`src/rtl/sseq_pkg.sv`:
```
package sseq_pkg;
  typedef enum logic [1:0] {
    ST_IDLE = 2'd0,
    ST_WAIT = 2'd1,
    ST_CUR  = 2'd2,
    ST_VLT  = 2'd3
  } seq_state_e;
endpackage

```
`src/rtl/sseq_rst_sync.sv`:
```
module sseq_rst_sync #(
  parameter int STAGES = 2
) (
  input  logic clk,
  input  logic rst_n,
  output logic rst_sync_n
);
  logic [STAGES-1:0] sh_q;

  always_ff @(posedge clk or negedge rst_n) begin
    if (!rst_n) sh_q <= '0;
    else        sh_q <= {sh_q[STAGES-2:0], 1'b1};
  end

  assign rst_sync_n = sh_q[STAGES-1];
endmodule

```
`src/rtl/sseq_delay.sv`:
```
module sseq_delay #(
  parameter int CNT_W = 8
) (
  input  logic             clk,
  input  logic             rst_n,
  input  logic             load,
  input  logic [CNT_W-1:0] load_val,
  input  logic             en,
  output logic             expire
);
  localparam logic [CNT_W-1:0] ONE = CNT_W'(1);

  logic [CNT_W-1:0] cnt_q, cnt_d;

  always_comb begin
    cnt_d = cnt_q;
    if (load)
      cnt_d = load_val;
    else if (en && (cnt_q != '0))
      cnt_d = cnt_q - ONE;
  end

  always_ff @(posedge clk or negedge rst_n) begin
    if (!rst_n) cnt_q <= '0;
    else        cnt_q <= cnt_d;
  end

  assign expire = en && (cnt_q == ONE);
endmodule

```
`src/rtl/sseq_fsm.sv`:
```
module sseq_fsm
  import sseq_pkg::*;
(
  input  logic       clk,
  input  logic       rst_n,
  input  logic       cyc_ref,
  input  logic       delay_zero,
  input  logic       expire,
  input  logic       adc_ack,
  output logic       cnt_load,
  output logic       cnt_en,
  output logic       cap_cur,
  output logic       cap_vlt,
  output logic       clr_done,
  output logic       adc_req,
  output logic       adc_chan
);
  seq_state_e st_q, st_d;

  always_comb begin
    st_d     = st_q;
    cnt_load = 1'b0;
    cap_cur  = 1'b0;
    cap_vlt  = 1'b0;
    clr_done = 1'b0;
    unique case (st_q)
      ST_IDLE: begin
        if (cyc_ref) begin
          clr_done = 1'b1;
          if (delay_zero) begin
            st_d = ST_CUR;
          end else begin
            cnt_load = 1'b1;
            st_d     = ST_WAIT;
          end
        end
      end
      ST_WAIT: begin
        if (expire) st_d = ST_CUR;
      end
      ST_CUR: begin
        if (adc_ack) begin
          cap_cur = 1'b1;
          st_d    = ST_VLT;
        end
      end
      ST_VLT: begin
        if (adc_ack) begin
          cap_vlt = 1'b1;
          st_d    = ST_IDLE;
        end
      end
      default: st_d = ST_IDLE;
    endcase
  end

  always_ff @(posedge clk or negedge rst_n) begin
    if (!rst_n) st_q <= ST_IDLE;
    else        st_q <= st_d;
  end

  assign cnt_en   = (st_q == ST_WAIT);
  assign adc_req  = (st_q == ST_CUR) || (st_q == ST_VLT);
  assign adc_chan = (st_q == ST_VLT);
endmodule

```
`src/rtl/sseq_results.sv`:
```
module sseq_results #(
  parameter int ADC_W = 10
) (
  input  logic             clk,
  input  logic             rst_n,
  input  logic             cap_cur,
  input  logic             cap_vlt,
  input  logic             clr_done,
  input  logic [ADC_W-1:0] adc_data,
  output logic [ADC_W:0]   cur_reg,
  output logic [ADC_W-1:0] vlt_reg
);
  logic [ADC_W-1:0] cur_q, cur_d;
  logic [ADC_W-1:0] vlt_q, vlt_d;
  logic             done_q, done_d;

  always_comb begin
    cur_d  = cur_q;
    vlt_d  = vlt_q;
    done_d = done_q;
    if (cap_cur) begin
      cur_d  = adc_data;
      done_d = 1'b1;
    end else if (clr_done) begin
      done_d = 1'b0;
    end
    if (cap_vlt) vlt_d = adc_data;
  end

  always_ff @(posedge clk or negedge rst_n) begin
    if (!rst_n) begin
      cur_q  <= '0;
      vlt_q  <= '0;
      done_q <= 1'b0;
    end else begin
      if (cap_cur)            cur_q  <= cur_d;
      if (cap_vlt)            vlt_q  <= vlt_d;
      if (cap_cur || clr_done) done_q <= done_d;
    end
  end

  assign cur_reg = {cur_q, done_q};
  assign vlt_reg = vlt_q;
endmodule

```
`src/rtl/pwm_sample_seq.sv`:
```
module pwm_sample_seq #(
  parameter int DLY_W = 8,
  parameter int ADC_W = 10
) (
  input  logic             clk,
  input  logic             rst_n,
  input  logic             cyc_ref,
  input  logic [DLY_W-1:0] delay_cfg,
  input  logic             sync_req,
  input  logic             adc_ack,
  input  logic [ADC_W-1:0] adc_data,
  output logic             adc_req,
  output logic             adc_chan,
  output logic [ADC_W:0]   cur_reg,
  output logic [ADC_W-1:0] vlt_reg,
  output logic             stall
);
  logic rst_s_n;
  logic cnt_load, cnt_en, expire;
  logic cap_cur, cap_vlt, clr_done;
  logic delay_zero;

  assign delay_zero = (delay_cfg == '0);

  sseq_rst_sync #(.STAGES(2)) u_rst (
    .clk        (clk),
    .rst_n      (rst_n),
    .rst_sync_n (rst_s_n)
  );

  sseq_delay #(.CNT_W(DLY_W)) u_dly (
    .clk      (clk),
    .rst_n    (rst_s_n),
    .load     (cnt_load),
    .load_val (delay_cfg),
    .en       (cnt_en),
    .expire   (expire)
  );

  sseq_fsm u_fsm (
    .clk        (clk),
    .rst_n      (rst_s_n),
    .cyc_ref    (cyc_ref),
    .delay_zero (delay_zero),
    .expire     (expire),
    .adc_ack    (adc_ack),
    .cnt_load   (cnt_load),
    .cnt_en     (cnt_en),
    .cap_cur    (cap_cur),
    .cap_vlt    (cap_vlt),
    .clr_done   (clr_done),
    .adc_req    (adc_req),
    .adc_chan   (adc_chan)
  );

  sseq_results #(.ADC_W(ADC_W)) u_res (
    .clk      (clk),
    .rst_n    (rst_s_n),
    .cap_cur  (cap_cur),
    .cap_vlt  (cap_vlt),
    .clr_done (clr_done),
    .adc_data (adc_data),
    .cur_reg  (cur_reg),
    .vlt_reg  (vlt_reg)
  );

  assign stall = sync_req & ~cur_reg[0];
endmodule

```
`config.mk`:
```
export PLATFORM = sky130hd
export DESIGN_NAME = pwm_sample_seq
export DESIGN_NICKNAME = d
export VERILOG_FILES = /design/src/rtl/sseq_pkg.sv /design/src/rtl/sseq_rst_sync.sv /design/src/rtl/sseq_delay.sv /design/src/rtl/sseq_fsm.sv /design/src/rtl/sseq_results.sv /design/src/rtl/pwm_sample_seq.sv
export SDC_FILE = /design/constraint.sdc
export NUM_CORES = 1
export LEC_CHECK = 0
export ABC_AREA = 1
export ABC_CLOCK_PERIOD_IN_PS = 1100
export BUFFER_PORTS_ARGS = -buffer_cell sky130_fd_sc_hd__buf_4
export CORE_ASPECT_RATIO = 1.25
export CORE_MARGIN = 2
export CORE_UTILIZATION = 51
export DETAILED_ROUTE_END_ITERATION = 10
export PLACE_DENSITY_LB_ADDON = 0.1
export SYNTH_ARGS = -nofsm -noshare
export SYNTH_HDL_FRONTEND = slang
export SYNTH_SLANG_ARGS = --single-unit
```
`constraint.sdc`:
```
create_clock -name clk -period 1.1 [get_ports clk]
set_input_delay 0.055 -clock clk [delete_from_list [all_inputs] [get_ports clk]]
set_output_delay 0.055 -clock clk [all_outputs]
set_load 0.01 [all_outputs]
```
==> results of run 1 <==
-- cells by family (layout without fill, tap and decap cells) --
| kind of cell | count (synthesis) | count (layout) |
|---|---|---|
| buffers and inverters | 31 | 125 |
| flip-flops | 33 | 33 |
| other | 1 | 1 |
| AO/OA/AOI/OAI | 28 | 29 |
| XOR/XNOR | 3 | 3 |
| adder cells (fa/ha/maj) | 7 | 7 |
| AND/OR/NAND/NOR | 102 | 102 |
-- routing by layer --
metal / vias to the layer above / wire (um) / share of wire
met3: 60 / 815 / 0.10
met1: 1014 / 2670 / 0.33
met4: 0 / 485 / 0.060
met5: - / 0 / 0
met2: 171 / 4110 / 0.51
li1: 839 / - / -
-- power groups by stage --
stage / logic [W] / clock network [W] / registers [W]
2_1_floorplan: 0.00184 / 0 / 0.00228
3_3_place_gp: 0.00348 / 0 / 0.00211
3_5_place_dp: 0.00359 / 0 / 0.00211
4_1_cts: 0.00446 / 0.000945 / 0.00218
5_1_grt: 0.00612 / 0.00103 / 0.00236
6_report: 0.00580 / 0.000952 / 0.00236
-- Yosys cell counts (all sizes together) --
cell    count
buf         2
clkbuf      4
conb        1
dfrtp      33
ha          7
inv        25
nand2      57
nand3      23
nand4       2
nor2       19
o21a        1
o21ai      25
o21bai      1
o22ai       1
or2         1
xnor2       1
xor2        2
-- path summary, 6_finish.rpt --
check / endpoint / startpoint / depth (start not counted) / slack (ns)
max: u_dly.cnt_q[3]$_DFFE_PN0P_ / u_dly.cnt_q[1]$_DFFE_PN0P_ / 7 / -0.44
min reg2reg: u_dly.cnt_q[6]$_DFFE_PN0P_ / u_rst.sh_q[1]$_DFF_PN0_ / 1 / 0.26
min: u_res.vlt_reg[8]$_DFFE_PN0P_ / adc_data[8] / 3 / 0.04
max in group asynchronous: u_fsm.st_q[0]$_DFFE_PN0P_ / u_rst.sh_q[1]$_DFF_PN0_ / 1 / 0.50
min in group asynchronous: u_rst.sh_q[0]$_DFF_PN0_ / rst_n / 2 / 0.10
max reg2reg: u_dly.cnt_q[3]$_DFFE_PN0P_ / u_dly.cnt_q[1]$_DFFE_PN0P_ / 7 / -0.44
-- layout make-up --
class                      instances  area [sq um]
multi-input combinational        142          1140
sequential                        33           828
timing repair buffer              92           838
inverter                          25           104
clock inverter                     3          17.5
fill                              68           125
tap                               37          46.3
clock buffer                       5          68.8
-- per-stage QoR --
stage / cell area, sq um / power, W
6_report: 3040 / 0.00911
3_5_place_dp: 2310 / 0.00569
2_1_floorplan: 1730 / 0.00412
3_3_place_gp: 2310 / 0.00559
5_1_grt: 3040 / 0.00951
4_1_cts: 2820 / 0.00759
-- tightest hold or removal path, delay by kind of cell --
family	cells	cell delay, ns
AO/OA/AOI/OAI	1	0.06
buffers and inverters	2	0.19
-- what timing repair did --
action	in CTS	in global routing
endpoints found under the setup margin	33	33
gates cloned	5	0
hold buffers	2	0
gates resized for setup	73	51
hold endpoints to repair	3	0
buffers inserted	10	3
pin swaps	18	18
==> out/qor.txt, run 1 <==
status: finished with violations
violated checks: DRC, setup timing
Routed WL: 8090 um
max_cap viols: 0
via count of the routed design: 2084
post-synth top area share: 0.495
final core occ: 0.960
drt first pass iters: 11
Setup violations, final: 33
commonest non-fill, non-tap cell in the layout: buf_4
VDD IR-drop max: 2.39 mV
Clock Path Buffers: 2
most used cell, CP: nand3_2
Comb pwr share: 0.637
DIE WIDTH: 55.2 um
Fin Hold WS: 0.0427 ns
initial antenna violation count: 0
post-synthesis share of cell area spent on xor and xnor gates: 0.0157
Post-Synthesis Cells: 205
first-pass GRT wire length: 8760 um
Post-Syn Nets: 235
worst path bufs/invs: 2
unrepaired setup endpoints after global routing: yes
# diodes: 0
Net Sw Frac: 0.468
placed cells: 310
largest net degree at the start of global routing: 32
largest family of logic cells by synthesized area: simple AND/OR/NAND/NOR gates
clk slew on worst S/H paths: 0.09 ns
final setup skew: 0.0175 ns
Synth Area in Simple Gates: 0.257
mux contribution to synthesized area: 0
Unique masters post-synth: 22
global-route met1 utilization: 0.373
Hold WC Path Type: input pin to register
Synth area leader: dfrtp_1
Layout Nets: 329
DP HPWL: 2990 um
Cell Rows: 23
Mean Syn Cell Area: 8.14 sq um
critical path type: register to register
Placer Congestion: 0.792
die height: 68.0 um
CP Max Fanout: 7
Iter 0 DRT Violations: 158
#FFs+latches synth: 33
GRT Total Usage: 0.340
die area: 3750 sq um
root buf cell: clkbuf_8
PortBufs: 46
core footprint: 3170 sq um
boundary pin count: 47
Tcrit/Tclk final: 1.40
antenna-violating nets left: 0
Final Hold Viols: 0
wire length per cell: 24.0 um
final worst setup slack: -0.441 ns
Leak: 1.53 nW
WP data required: 1.33 ns
met3 global-route usage: 0.0917
Clock Latency Late Sink: 0.31 ns
Cell Chain, Critical Path: inv_2 -> ha_4 -> nand2_4 -> o21ai_4 -> buf_6 -> nand3_2 -> nand3_2
Psw: 0.00426 W
CP arrival: 1.78 ns
CP max stage cell: dfrtp_1
CP Capture Type: register
vias per cell: 6.18
most frequent cells in the layout: buf_4, nand2_1, dfrtp_1, inv_1, nand3_2
Sequential Power Share: 0.259
H-tree lvl count: 2
CTS sink cnt: 33
Worst Setup Start Kind: register
compound-cell area share of the yosys netlist: 0.101
Synth Area in Adders: 0.0525
ranking of synthesized cells by area: dfrtp_1, nand2_1, o21ai_0
setup TNS: -8.34 ns
CTS tree: built
Pint: 0.00485 W
setup slack at placement: -0.301 ns
M2 GR Usage: 0.577
Max stage delay on crit path: 0.46 ns
GRT overflow: 0
CTS Buf Count: 5
Mapped Area: 1670 sq um
Seq/Total Area, Yosys: 0.495
Final Max Tran Viols: 0
share of cells above drive strength 1: 0.593
busiest grt layer: met2
Layout area overhead: 82.2%
final non-filler cell total: 337
vias in the first global route: 1863
Clk network pwr share: 0.105
Max Clock Freq: 649 MHz
Pwr per Cell Area: 3000 nW/um^2
initial core utilization: 0.527
post-route minimum period: 1.54 ns
synth warn: 0
drt drc: 2
family with the most delay on the worst path: flip-flops
Note: power is estimated with default switching activity, not from simulation.
==> run 2: changes to the inputs <==
--- a/config.mk
+++ b/config.mk
@@ -10,9 +10,10 @@
 export BUFFER_PORTS_ARGS = -buffer_cell sky130_fd_sc_hd__buf_4
 export CORE_ASPECT_RATIO = 1.25
 export CORE_MARGIN = 2
-export CORE_UTILIZATION = 51
+export CORE_UTILIZATION = 52
 export DETAILED_ROUTE_END_ITERATION = 10
 export PLACE_DENSITY_LB_ADDON = 0.1
 export SYNTH_ARGS = -nofsm -noshare
 export SYNTH_HDL_FRONTEND = slang
+export SYNTH_HIERARCHICAL = 1
 export SYNTH_SLANG_ARGS = --single-unit
==> run 2 against run 1 <==
Compared with the run above:
- the run now fails in 5_1_grt
- synthesized cell count is 12% higher
- area after synthesis is 6.6% higher
==> out/qor.txt, run 2 <==
status: did not finish
initial core utilization: 0.547
PortBufs: 46
Mapped Area: 1780 sq um
mux contribution to synthesized area: 0
Synth Area in Simple Gates: 0.340
post-synth top area share: 0.464
Synth Area in Adders: 0.0563
Unique masters post-synth: 24
DP HPWL: 3260 um
Post-Synthesis Cells: 230
Run Error: [ERROR DPL-0038] Utilization greater than 100%, impossible to legalize
boundary pin count: 47
#FFs+latches synth: 33
Cell Rows: 23
GR repair worst EP: u_dly/cnt_q[2]$_DFFE_PN0P_/D
compound-cell area share of the yosys netlist: 0.0563
Synth area leader: dfrtp_1
most common flop cell mapped by yosys: dfrtp_1
H-tree lvl count: 2
die height: 69.4 um
largest net degree at the start of global routing: 32
root buf cell: clkbuf_8
Mean Syn Cell Area: 7.74 sq um
CTS sink cnt: 33
synth warn: 6
Seq/Total Area, Yosys: 0.464
CTS Buf Count: 5
DIE WIDTH: 56.3 um
ranking of synthesized cells by area: dfrtp_1, nand2_1, ha_1
Post-Syn Nets: 261
Placer Congestion: 0.869
most frequent cells after synthesis: nand2_1, dfrtp_1, inv_1
Worst EP kind: register data pin
Last stage: 5_1_grt
fraction of registers with async set/reset: 1.00
setup slack at placement: -0.277 ns
EDFF count, synth: 0
most common cell in the synthesized netlist: nand2_1
Clock Path Buffers: 2
post-synthesis share of cell area spent on xor and xnor gates: 0.00492
largest family of logic cells by synthesized area: simple AND/OR/NAND/NOR gates
run 2: cell count changes after synthesis, sizes merged, moves of 2 or more:
cell | previous run | this run
nand2 | 57 | 112
o21ai | 25 | 11
nand3 | 23 | 15
clkbuf | 4 | 0
nor2 | 19 | 15
buf | 2 | 4
xor2 | 2 | 0
run 2: through the flow:
step	cells	hold slack, ns	area [sq um]
CTS	375	0.0759	2990
detailed placement	343	-0.162	2430
global placement	343	-0.162	2430
floorplan	230	-0.241	1810
run 2: cells by family after synthesis:
| group | Yosys count |
|---|---|
| AO/OA/AOI/OAI | 12 |
| XOR/XNOR | 1 |
| adder cells (fa/ha/maj) | 8 |
| buffers and inverters | 29 |
| flip-flops | 33 |
| other | 1 |
| AND/OR/NAND/NOR | 146 |
run 2: what timing repair did:
action | CTS
hold endpoints to repair | 24
cloned | 4
hold buffers | 13
resized for setup | 68
setup endpoints to repair | 33
pin swaps | 22
buffers inserted | 7
==> run 3: changes to the inputs <==
--- a/config.mk
+++ b/config.mk
@@ -8,11 +8,10 @@
 export ABC_AREA = 1
 export ABC_CLOCK_PERIOD_IN_PS = 1100
 export BUFFER_PORTS_ARGS = -buffer_cell sky130_fd_sc_hd__buf_4
-export CORE_ASPECT_RATIO = 1.25
 export CORE_MARGIN = 2
-export CORE_UTILIZATION = 52
+export CORE_UTILIZATION = 40
 export DETAILED_ROUTE_END_ITERATION = 10
-export PLACE_DENSITY_LB_ADDON = 0.1
+export PLACE_DENSITY_LB_ADDON = 0.15
 export SYNTH_ARGS = -nofsm -noshare
 export SYNTH_HDL_FRONTEND = slang
 export SYNTH_HIERARCHICAL = 1
==> run 3 against run 2 <==
Compared with the run above:
- synthesized cell count did not move
- the flow now finishes, with violations (setup timing)
- area after synthesis stayed put
==> out/qor.txt, run 3 <==
status: finished with violations
violated checks: setup timing
Mapped Area: 1780 sq um
root buf cell: clkbuf_8
Tcrit/Tclk final: 1.33
Synth area leader: dfrtp_1
Routed WL: 4560 um
R2R Path Start: u_fsm/st_q[1]$_DFFE_PN0P_
core footprint: 4320 sq um
Max stage delay on crit path: 0.44 ns
antenna-violating nets left: 0
DIE WIDTH: 70.7 um
share of cells above drive strength 1: 0.456
wire length per cell: 11.7 um
DP Area: 2510 sq um
most frequent cells after synthesis: nand2_1, dfrtp_1, inv_1
Post-Syn Nets: 261
Leak: 1.58 nW
critical path type: register to register
Iter 0 DRT Violations: 97
Fin Hold WS: 0.0822 ns
DP HPWL: 3200 um
Max Clock Freq: 683 MHz
CP startpoint: u_fsm/st_q[1]$_DFFE_PN0P_
vias in the first global route: 1695
post-route minimum period: 1.46 ns
Pwr per Cell Area: 2610 nW/um^2
final setup skew: 0.00854 ns
Final Instance Area: 2980 sq um
setup TNS: -5.96 ns
clk slew on worst S/H paths: 0.06 ns
max_cap viols: 0
family with the most delay on the worst path: buffers and inverters
most frequent cells in the layout: nand2_1, buf_4, dfrtp_1, nand2_2, inv_1
GRT overflow: 0
H-tree lvl count: 2
commonest non-fill, non-tap cell in the layout: nand2_1
Final Max Tran Viols: 0
die height: 70.7 um
WP data required: 1.31 ns
# diodes: 0
unrepaired setup endpoints after global routing: yes
Crit Reg-Reg Endpoint: u_dly/cnt_q[3]$_DFFE_PN0P_
CP Max Fanout: 10
EDFF count, synth: 0
most common cell in the synthesized netlist: nand2_1
CTS Buf Count: 5
ranking of synthesized cells by area: dfrtp_1, nand2_1, ha_1
CTS tree: built
Layout Nets: 368
synth warn: 6
CP arrival: 1.67 ns
Cell Rows: 24
Final Hold Viols: 0
worst path bufs/invs: 4
Critical Path Stages: 11
initial antenna violation count: 0
setup slack at placement: -0.331 ns
drt first pass iters: 5
CP Capture Type: register
Worst Setup Start Kind: register
Placer Congestion: 0.937
boundary pin count: 47
final core occ: 0.689
CP max stage cell: dfrtp_2
initial core utilization: 0.411
reg2reg setup slack: -0.36 ns
#FFs+latches synth: 33
Seq/Total Area, Yosys: 0.464
first-pass GRT wire length: 7340 um
Hold WC Path Type: input pin to register
worst r2r path cells: 11
PortBufs: 46
Mean Syn Cell Area: 7.74 sq um
via count of the routed design: 1780
Clock Latency Late Sink: 0.28 ns
fill cell count: 354
vias per cell: 4.56
drt drc: 0
CTS sink cnt: 33
post-synth top area share: 0.464
Post-Synthesis Cells: 230
GRT Total Usage: 0.184
Clock Path Buffers: 2
VDD IR-drop max: 1.56 mV
fraction of registers with async set/reset: 1.00
Unique masters post-synth: 24
most common flop cell mapped by yosys: dfrtp_1
Layout area overhead: 67.4%
final worst setup slack: -0.363 ns
largest net degree at the start of global routing: 27
die area: 5000 sq um
crit path to: u_dly/cnt_q[3]$_DFFE_PN0P_
Cell Chain, Critical Path: buf_6 -> inv_6 -> ha_4 -> nand2_4 -> nor2_4 -> buf_12 -> buf_6 -> nand2_2 -> nand2_1 -> nand2_1 -> o21ai_2
Setup violations, final: 33
## run 3: cell counts after synthesis
Identical to the previous run, type by type.
## run 3: metal layers
metal,up-vias,share of wire,track usage
li1,916,-,-
met1,822,0.44,0.231
met2,40,0.52,0.326
met3,2,0.043,0.0413
met4,0,0.0033,0.0398
met5,-,0,0
## run 3: tightest hold or removal path, stage by stage
cell     delay (ns)
buf_4          0.08
buf_4          0.09
nand2_1        0.05
nand3_1        0.05
## run 3: through the flow
step                      total power [W]  instances
after floorplan                   0.00432        230
after global placement            0.00609        362
after detailed placement          0.00617        362
after CTS                         0.00747        387
after global routing              0.00843        390
final                             0.00778        390
## run 3: power breakdown
part	switching, W	internal (W)	leakage [nW]	total, W
combinational	0.00226	0.00247	1.12	0.00473
sequential	0.000401	0.00177	0.411	0.00218
clock	0.000431	0.000438	0.0450	0.000869
## run 3: layout make-up
class	instances	area (sq um)	share of cell area
clock buffer	6	72.6	0.0244
clock inverter	2	10.0	0.00336
inverter	24	100	0.0336
multi-input combinational	168	986	0.331
sequential	33	827	0.278
tap	52	65.1	0.0218
timing repair buffer	105	917	0.308
## run 3: cell families after synthesis
logic type,synth area share
and+or+nand+nor,0.340
DFF,0.464
buffers and inverters,0.0767
AOI/OAI and AO/OA,0.0563
adders and majority gates,0.0563
xor gates and xnor gates,0.00492
other,0.00211
## run 3: repair_timing
action / in CTS / in global routing
hold endpoints to repair: 21 / 0
setup endpoints to repair: 33 / 33
buffers inserted: 7 / 2
hold buffers: 11 / 0
resized for setup: 23 / 34
pin swaps: 0 / 6
cloned: 0 / 1
## run 3: worst min path at each step
stage	depth (start not counted)	endpoint	slack, ns	start
floorplan	0	u_rst/sh_q[0]$_DFF_PN0_	-0.24	rst_n
global placement	1	u_rst/sh_q[0]$_DFF_PN0_	-0.16	rst_n
detailed placement	1	u_rst/sh_q[1]$_DFF_PN0_	-0.16	rst_n
CTS	4	u_dly/cnt_q[6]$_DFFE_PN0P_	0.08	delay_cfg[6]
global route	2	u_rst/sh_q[1]$_DFF_PN0_	0.09	rst_n
finish	4	u_dly/cnt_q[6]$_DFFE_PN0P_	0.08	delay_cfg[6]
==> run 4: changes to the inputs <==
--- a/config.mk
+++ b/config.mk
@@ -8,7 +8,7 @@
 export ABC_AREA = 1
 export ABC_CLOCK_PERIOD_IN_PS = 1100
 export BUFFER_PORTS_ARGS = -buffer_cell sky130_fd_sc_hd__buf_4
-export CORE_MARGIN = 2
+export CORE_MARGIN = 4
 export CORE_UTILIZATION = 40
 export DETAILED_ROUTE_END_ITERATION = 10
 export PLACE_DENSITY_LB_ADDON = 0.15
==> run 4 against run 3 <==
Compared with the run above:
- the run still ends with setup timing left
- count of clock-buffer cells in the layout is 1 higher
- first-iteration DRC count is 23% lower
- sequential power hardly changed
- fmax is 1.3% higher
- cell count is 1.3% lower
- via count is 0.39% lower
- die area is 12% higher
- non-clock buffer count is 3 lower
- critical path type unchanged
- highest routed layer unchanged
==> out/qor.txt, run 4 (synthesis results as in run 3) <==
status: finished with violations
placed cells: 356
Fin Hold WS: 0.0109 ns
vias per cell: 4.61
footprint of the multi-input gates: 1040 sq um
final non-filler cell total: 385
core footprint: 4140 sq um
first-pass GRT wire length: 8220 um
DP Area: 2460 sq um
DP HPWL: 3230 um
H-tree lvl count: 2
Iter 0 DRT Violations: 75
clk slew on worst S/H paths: 0.07 ns
initial antenna violation count: 0
boundary pin count: 47
Final Instance Area: 3020 sq um
Cell Rows: 23
Layout area overhead: 69.8%
GRT overflow: 0
CTS sink cnt: 33
Tot Pwr: 0.00805 W
Routed WL: 4900 um
final core occ: 0.729
die area: 5580 sq um
drt first pass iters: 4
via count of the routed design: 1773
post-route minimum period: 1.45 ns
critical path type: register to register
Clock Latency Late Sink: 0.28 ns
Worst Setup Start Kind: register
final setup skew: 0.00388 ns
die height: 74.7 um
initial core utilization: 0.429
fill cell count: 332
# diodes: 0
violated checks: setup timing
VDD IR-drop max: 1.45 mV
CP Capture Type: register
max_cap viols: 0
Pwr per Cell Area: 2660 nW/um^2
final worst setup slack: -0.345 ns
Final Hold Viols: 0
CP arrival: 1.62 ns
Placer Congestion: 0.769
unrepaired setup endpoints after global routing: yes
PortBufs: 46
Clock Path Buffers: 2
antenna-violating nets left: 0
Hold WC Path Type: input pin to register
largest net degree at the start of global routing: 25
register area: 827 sq um
Tcrit/Tclk final: 1.31
CP Max Fanout: 7
GRT Total Usage: 0.194
drt drc: 0
vias in the first global route: 1839
CTS tree: built
DIE WIDTH: 74.7 um
Layout Nets: 365
CTS Buf Count: 5
Final Max Tran Viols: 0
Max Clock Freq: 692 MHz
Setup violations, final: 32
most frequent cells in the layout: buf_4, nand2_1, dfrtp_1, nand2_2, nand3_1
wire length per cell: 12.7 um
root buf cell: clkbuf_8
share of cells above drive strength 1: 0.501
WP data required: 1.28 ns
commonest non-fill, non-tap cell in the layout: buf_4
Leak: 1.63 nW
-- run 4: power by group --
group	switching, W	internal [W]
registers	0.000387	0.00178
clock network	0.000440	0.000738
logic	0.00235	0.00236
-- run 4: worst max-delay path, stage by stage, from the launching register on --
cell and delay [ns]:
dfrtp_2 0.45, buf_6 0.14, inv_6 0.06, ha_4 0.14
nand2_4 0.05, nor2_4 0.13, inv_2 0.11, nand3_1 0.10
nand2_1 0.05, nand2_1 0.07, o21ai_2 0.05
-- run 4: path summary, 6_finish.rpt --
path / startpoint / endpoint / slack, ns / cells after the start
setup / recovery: u_fsm/st_q[1]$_DFFE_PN0P_ / u_dly/cnt_q[3]$_DFFE_PN0P_ / -0.35 / 10
hold / removal: delay_cfg[5] / u_dly/cnt_q[5]$_DFFE_PN0P_ / 0.01 / 3
setup reg to reg: u_fsm/st_q[1]$_DFFE_PN0P_ / u_dly/cnt_q[3]$_DFFE_PN0P_ / -0.35 / 10
hold reg to reg: u_rst/sh_q[1]$_DFF_PN0_ / u_fsm/st_q[0]$_DFFE_PN0P_ / 0.17 / 1
max in group asynchronous: u_rst/sh_q[1]$_DFF_PN0_ / u_res/cur_q[3]$_DFFE_PN0P_ / 0.61 / 1
min in group asynchronous: rst_n / u_rst/sh_q[0]$_DFF_PN0_ / 0.10 / 2
-- run 4: layout make-up --
| type | instances | area share |
|---|---|---|
| clock buffers | 7 | 0.0286 |
| clock inverters | 1 | 0.00994 |
| inverters | 24 | 0.0356 |
| multi-input cells | 168 | 0.343 |
| flip-flops and latches | 33 | 0.274 |
| well taps | 50 | 0.0207 |
| repair buffers | 102 | 0.288 |
-- run 4: timing repair --
action | in CTS | in global routing
setup buffers | 7 | 2
pin swaps | 23 | 13
gates resized for setup | 50 | 38
hold buffers | 12 | 0
cloned | 1 | 1
hold endpoints to repair | 22 | 0
setup endpoints to repair | 33 | 33
-- run 4: per-stage QoR --
| stage | setup slack (ns) | TNS [ns] |
|---|---|---|
| 2_1_floorplan | -0.303 | -4.29 |
| 3_3_place_gp | -0.242 | -5.86 |
| 3_5_place_dp | -0.280 | -6.46 |
| 4_1_cts | -0.339 | -6.20 |
| 5_1_grt | -0.459 | -8.85 |
| 6_report | -0.345 | -6.86 |
-- run 4: layer usage --
| layer | global-route usage | wire, um | share of wire | up-vias |
|---|---|---|---|---|
| li1 | - | - | - | 911 |
| met1 | 0.234 | 1980 | 0.40 | 821 |
| met3 | 0.0454 | 222 | 0.045 | 6 |
| met4 | 0.0573 | 51 | 0.010 | 0 |
| met2 | 0.344 | 2650 | 0.54 | 35 |
| met5 | 0 | 0 | 0 | - |
